[src/rtl/stat_pkg.sv]
package stat_pkg;
    localparam int FLAG_W = 3;
    localparam int BANK_W = 3;
    localparam int REG_W  = BANK_W + 2 + FLAG_W;

    // encoding equals {TO, PD}
    typedef enum logic [1:0] {
        PW_TMO_NAP = 2'b00,
        PW_TMO_RUN = 2'b01,
        PW_NAP     = 2'b10,
        PW_RUN     = 2'b11
    } pw_state_e;
endpackage

[src/rtl/stat_pwr_fsm.sv]
module stat_pwr_fsm
    import stat_pkg::*;
(
    input  logic clk,
    input  logic rst_n,
    input  logic wdt_clr,
    input  logic sleep_evt,
    input  logic wdt_tmo,
    output logic to_q,
    output logic pd_q
);
    pw_state_e state_q, state_d;

    always_ff @(posedge clk or negedge rst_n) begin
        if (!rst_n) state_q <= PW_RUN;
        else        state_q <= state_d;
    end

    // priority: timeout, then clear, then sleep
    always_comb begin
        state_d = state_q;
        if (wdt_tmo) begin
            unique case (state_q)
                PW_RUN:     state_d = PW_TMO_RUN;
                PW_NAP:     state_d = PW_TMO_NAP;
                PW_TMO_RUN: state_d = PW_TMO_RUN;
                PW_TMO_NAP: state_d = PW_TMO_NAP;
                default:    state_d = PW_TMO_RUN;
            endcase
        end else if (wdt_clr) begin
            state_d = PW_RUN;
        end else if (sleep_evt) begin
            state_d = PW_NAP;
        end
    end

    always_comb begin
        unique case (state_q)
            PW_RUN:     begin to_q = 1'b1; pd_q = 1'b1; end
            PW_NAP:     begin to_q = 1'b1; pd_q = 1'b0; end
            PW_TMO_RUN: begin to_q = 1'b0; pd_q = 1'b1; end
            PW_TMO_NAP: begin to_q = 1'b0; pd_q = 1'b0; end
            default:    begin to_q = 1'b1; pd_q = 1'b1; end
        endcase
    end
endmodule

[src/rtl/stat_flag_unit.sv]
module stat_flag_unit #(
    parameter int W = 3,
    parameter logic [W-1:0] RST_VAL = '0
) (
    input  logic         clk,
    input  logic         rst_n,
    input  logic         wr_en,
    input  logic [W-1:0] wr_flags,
    input  logic [W-1:0] upd,
    input  logic [W-1:0] upd_val,
    output logic [W-1:0] flags_q
);
    logic [W-1:0] flags_d;
    logic         any_upd;

    assign any_upd = |upd;

    always_comb begin
        flags_d = flags_q;
        if (wr_en && !any_upd) flags_d = wr_flags;
        for (int i = 0; i < W; i++) begin
            if (upd[i]) flags_d[i] = upd_val[i];
        end
    end

    always_ff @(posedge clk or negedge rst_n) begin
        if (!rst_n) flags_q <= RST_VAL;
        else        flags_q <= flags_d;
    end
endmodule

[src/rtl/stat_bank_unit.sv]
module stat_bank_unit #(
    parameter int W = 3
) (
    input  logic         clk,
    input  logic         rst_n,
    input  logic         wr_en,
    input  logic [W-1:0] wr_bank,
    output logic [W-1:0] bank_q
);
    always_ff @(posedge clk or negedge rst_n) begin
        if (!rst_n)     bank_q <= '0;
        else if (wr_en) bank_q <= wr_bank;
    end
endmodule

[src/rtl/cpu_status_reg.sv]
module cpu_status_reg
    import stat_pkg::*;
(
    input  logic              clk,
    input  logic              rst_n,
    input  logic              wr_en,
    input  logic [REG_W-1:0]  wr_data,
    input  logic [FLAG_W-1:0] flg_upd,
    input  logic [FLAG_W-1:0] flg_val,
    input  logic              wdt_clr,
    input  logic              sleep_evt,
    input  logic              wdt_tmo,
    output logic [REG_W-1:0]  stat_q,
    output logic              ind_bank_hi,
    output logic [1:0]        dir_bank
);
    localparam int FLAG_LO = 0;
    localparam int PD_POS  = FLAG_W;
    localparam int TO_POS  = FLAG_W + 1;
    localparam int BANK_LO = FLAG_W + 2;

    logic [BANK_W-1:0] bank_q;
    logic [FLAG_W-1:0] flags_q;
    logic              to_q;
    logic              pd_q;

    stat_bank_unit #(.W(BANK_W)) u_bank (
        .clk     (clk),
        .rst_n   (rst_n),
        .wr_en   (wr_en),
        .wr_bank (wr_data[BANK_LO +: BANK_W]),
        .bank_q  (bank_q)
    );

    stat_flag_unit #(.W(FLAG_W), .RST_VAL('0)) u_flag (
        .clk      (clk),
        .rst_n    (rst_n),
        .wr_en    (wr_en),
        .wr_flags (wr_data[FLAG_LO +: FLAG_W]),
        .upd      (flg_upd),
        .upd_val  (flg_val),
        .flags_q  (flags_q)
    );

    stat_pwr_fsm u_pwr (
        .clk       (clk),
        .rst_n     (rst_n),
        .wdt_clr   (wdt_clr),
        .sleep_evt (sleep_evt),
        .wdt_tmo   (wdt_tmo),
        .to_q      (to_q),
        .pd_q      (pd_q)
    );

    always_comb begin
        stat_q                         = '0;
        stat_q[BANK_LO +: BANK_W]      = bank_q;
        stat_q[TO_POS]                 = to_q;
        stat_q[PD_POS]                 = pd_q;
        stat_q[FLAG_LO +: FLAG_W]      = flags_q;
    end

    assign ind_bank_hi = bank_q[BANK_W-1];
    assign dir_bank    = bank_q[1:0];
endmodule

[config.mk]
export PLATFORM = sky130hd
export DESIGN_NAME = cpu_status_reg
export DESIGN_NICKNAME = d
export VERILOG_FILES = /design/src/rtl/stat_pkg.sv /design/src/rtl/stat_pwr_fsm.sv /design/src/rtl/stat_flag_unit.sv /design/src/rtl/stat_bank_unit.sv /design/src/rtl/cpu_status_reg.sv
export SDC_FILE = /design/constraint.sdc
export NUM_CORES = 1
export LEC_CHECK = 0
export CELL_PAD_IN_SITES_DETAIL_PLACEMENT = 1
export CELL_PAD_IN_SITES_GLOBAL_PLACEMENT = 1
export CORE_AREA = 2 2 40 56
export DETAILED_ROUTE_END_ITERATION = 16
export DIE_AREA = 0 0 42 58
export PLACE_DENSITY = 0.8
export SYNTH_ARGS = -nofsm -noshare
export SYNTH_HDL_FRONTEND = slang
export SYNTH_SLANG_ARGS = --single-unit
[constraint.sdc]
create_clock -name clk -period 1.08 [get_ports clk]
set_input_delay 0.162 -clock clk [delete_from_list [all_inputs] [get_ports clk]]
set_output_delay 0.162 -clock clk [all_outputs]
set_load 0.05 [all_outputs]
==> metrics.md, run 1 <==
| Metric | Value |
|---|---|
| Die extent in x | `42 um` |
| Fin nets | `81` |
| Endpoints failing hold | `0` |
| Hold crit path type | `input pin to asynchronous set/reset pin` |
| Worst Setup Slack, final | `-0.01932 ns` |
| Clock-pin slew on the worst setup and hold paths | `0.06 ns` |
| Largest net degree at the start of global routing | `9` |
| Seq/Total Area, Yosys | `49.69%` |
| Switching share of total power | `33.54%` |
| Final setup skew | `0 ns` |
| Vias/cell | `4.259` |
| R2R depth | `1` |
| Ant diodes | `0` |
| RSZ-0062 raised after global routing | `yes` |
| CTS tree | `yes` |
| Vias in the first global route | `391` |
| Initial antenna violation count | `0` |
| Lkg Pwr | `0.3697 nW` |
| Max Cap Viol | `0` |
| Initial Util | `21.18%` |
| Pwr per Cell Area | `1327 nW/um^2` |
| GR Util All Layers | `8.949%` |
| Netlist Area Pre-Place | `407.9 um^2` |
| Worst r2r src | `u_bank.bank_q[1]` |
| Die ar. | `2436 um^2` |
| Iter 0 DRT Violations | `1` |
| Detail Placement HPWL | `855.5 um` |
| Num rows | `19` |
| Status | `complete, but fails checks` |
| Family with the most delay on the worst path | `flip-flops` |
| Min Tclk post-route | `1.099 ns` |
| Port Buf Inserts | `28` |
| Seq cells post-synth | `8` |
| Drt wl/cell | `12.09 um` |
| Syn nets | `53` |
| WHS | `0.1831 ns` |
| Yosys warning count | `0` |
| Data arrival, critical path | `0.94 ns` |
| Post-place setup slack | `-0.3384 ns` |
| Clk pwr share | `22.7%` |
| Core Box Area | `1926 um^2` |
| Critical Path RT | `0.92 ns` |
| Vias | `345` |
| Combinational Power Share | `42.4%` |
| Failing checks | `setup timing` |
| CP Max Fanout | `2` |
| Mean area per synthesized cell | `12.36 um^2` |
| CTS Buf Count | `3` |
| Final TNS setup | `-0.03768 ns` |
| Slowest-stage cell, CP | `dfstp_2` |
| Crit. End Element | `primary output` |
| Antenna viol nets, final | `0` |
| Highest cell delay on the worst timing path | `0.56 ns` |
| Peak VDD IR | `0.0005670 V` |
| Final setup viols | `2` |
| Root Driver | `clkbuf_4` |
| First-pass GRT wire length | `1690 um` |
| Internal power | `726.0 uW` |
| Cell Count Post-Placement | `77` |
| Clk Latency, worst-skew pair | `0.24 ns` |
| Ports | `31` |
| Critical Setup Path Class | `flop to primary output` |
| Slew @ Worst Pin | `0.3650 ns` |
| Drt drc | `0` |
| Fraction of layout cells with a size suffix above 1 | `36.67%` |
| CP bufs+invs | `1` |
| Worst setup SP type | `flop` |
| Peak Freq | `0.9097 GHz` |
| Hold Buf Count CTS | `0` |
| Routability Congestion | `0.7079` |
| Grt ovf | `0` |
| Post-synth cell types | `13` |
| Syn-to-layout area delta | `101.8%` |
| Fill count | `213` |
| Syn Inst Count | `33` |
| Sequential power share | `34.9%` |
| Crit-path cells | `buf_12` |
| DR pass1 iterations | `2` |
| Post-Route WL | `979 um` |
| RR Endpoint | `u_bank.bank_q[1]` |
| Fin cells | `81` |
| Final Max Slew Viols | `0` |
| Period utilization | `101.8%` |
| H-tree levels | `1` |
| Bufs on Longest Clock Path | `2` |
| Slew headroom | `75.59%` |
| Die height | `58 um` |
| Clock Sinks | `8` |
| Worst R2R Setup Slack | `0.23 ns` |
| Switching power | `366.4 uW` |
==> Yosys cell counts (all sizes together) <==
library cell  instances  share of area [%]
a21oi                 3                3.7
a22o                  1                2.1
buf                   5                9.2
clkbuf                2                1.8
dfrtp                 6                 37
dfstp                 2                 13
inv                   1               0.92
mux2                  3                8.3
mux2i                 6                 15
nand2b                1                1.5
nor2                  1               0.92
nor3                  1                1.2
nor4b                 1                5.8
==> cell usage in the layout (no fill, tap or decap) <==
master / instances
clkdlybuf4s50_1: 13
clkbuf_1: 1
mux2i_1: 6
inv_1: 1
a21oi_1: 3
dfrtp_1: 6
dlygate4sd2_1: 2
dfstp_2: 2
dlymetal6s2s_1: 2
clkbuf_4: 3
nor4b_4: 1
nor3_1: 1
a22o_1: 1
nor2_1: 1
buf_4: 2
buf_12: 11
nand2b_1: 1
mux2_2: 3
==> worst max path at each step <==
stage                          start           endpoint  slack (ns)  cells after the start
floorplan           u_bank.bank_q[0]          stat_q[5]        0.02                      1
global placement          flg_upd[1]  u_flag.flags_q[2]       -0.26                      3
detailed placement        flg_upd[1]  u_flag.flags_q[0]       -0.34                      3
CTS                 u_pwr.state_q[0]          stat_q[3]       -0.03                      1
global route        u_pwr.state_q[0]          stat_q[3]       -0.05                      1
finish              u_pwr.state_q[0]          stat_q[3]       -0.02                      1
==> state kept, by name, summed over array words and instances, names as in the netlist <==
register	count
u_flag.flags_q	3
u_bank.bank_q	3
u_pwr.state_q	2
==> per-layer routing <==
| metal | track usage (%) | share of wire [%] | vias up |
|---|---|---|---|
| li1 | - | - | 163 |
| met1 | 9.198 | 39 | 164 |
| met2 | 16.96 | 55 | 18 |
| met3 | 2.804 | 6.6 | 0 |
| met4 | 2.765 | 0 | 0 |
| met5 | 0 | 0 | - |
==> cell families (layout without fill, tap and decap cells) <==
group | after synthesis | after routing | share of synthesized area [%]
compound gates | 4 | 4 | 5.828
mux | 9 | 9 | 23.01
simple gates | 4 | 4 | 9.507
buf+inv | 8 | 35 | 11.96
flops | 8 | 8 | 49.69
==> metrics by stage <==
step / total power, mW / utilization (%) / area, um^2
global placement: 0.8507 / 41.26 / 794.5
global route: 1.134 / 42.75 / 823.3
finish: 1.092 / 42.75 / 823.3
floorplan: 0.5885 / - / 407.9
CTS: 1.109 / 42.50 / 818.3
detailed placement: 0.8592 / 41.26 / 794.5
==> timing repair <==
action,in CTS,in global routing
setup endpoints to repair,5,5
setup buffers,0,0
pin swaps,1,1
resized for setup,2,2
==> power groups by stage <==
stage | Sequential, mW | Combinational, mW | Clock (mW)
2_1_floorplan | 0.447 | 0.142 | 0
3_3_place_gp | 0.385 | 0.465 | 0
3_5_place_dp | 0.388 | 0.471 | 0
4_1_cts | 0.383 | 0.470 | 0.257
5_1_grt | 0.386 | 0.481 | 0.267
6_report | 0.382 | 0.463 | 0.248
==> area by class of cell <==
class                      count  area, um^2  share of cell area [%]
timing repair buffer          30       407.9                   49.54
sequential                     8       202.7                   24.62
multi-input combinational     17       156.4                   19.00
clock buffer                   4       26.28                   3.191
tap                           21       26.28                   3.191
inverter                       1       3.754                  0.4559
Power figures use the tool's default switching activity.
==> run 2: changes to the inputs <==
--- a/config.mk
+++ b/config.mk
@@ -5,11 +5,13 @@
 export SDC_FILE = /design/constraint.sdc
 export NUM_CORES = 1
 export LEC_CHECK = 0
+export CAP_MARGIN = 25
 export CELL_PAD_IN_SITES_DETAIL_PLACEMENT = 1
 export CELL_PAD_IN_SITES_GLOBAL_PLACEMENT = 1
 export CORE_AREA = 2 2 40 56
 export DETAILED_ROUTE_END_ITERATION = 16
 export DIE_AREA = 0 0 42 58
+export HOLD_SLACK_MARGIN = 0.1
 export PLACE_DENSITY = 0.8
 export SYNTH_ARGS = -nofsm -noshare
 export SYNTH_HDL_FRONTEND = slang
==> results of run 2 <==
No change in the layout: final DEF, timing and power equal those of run 1.
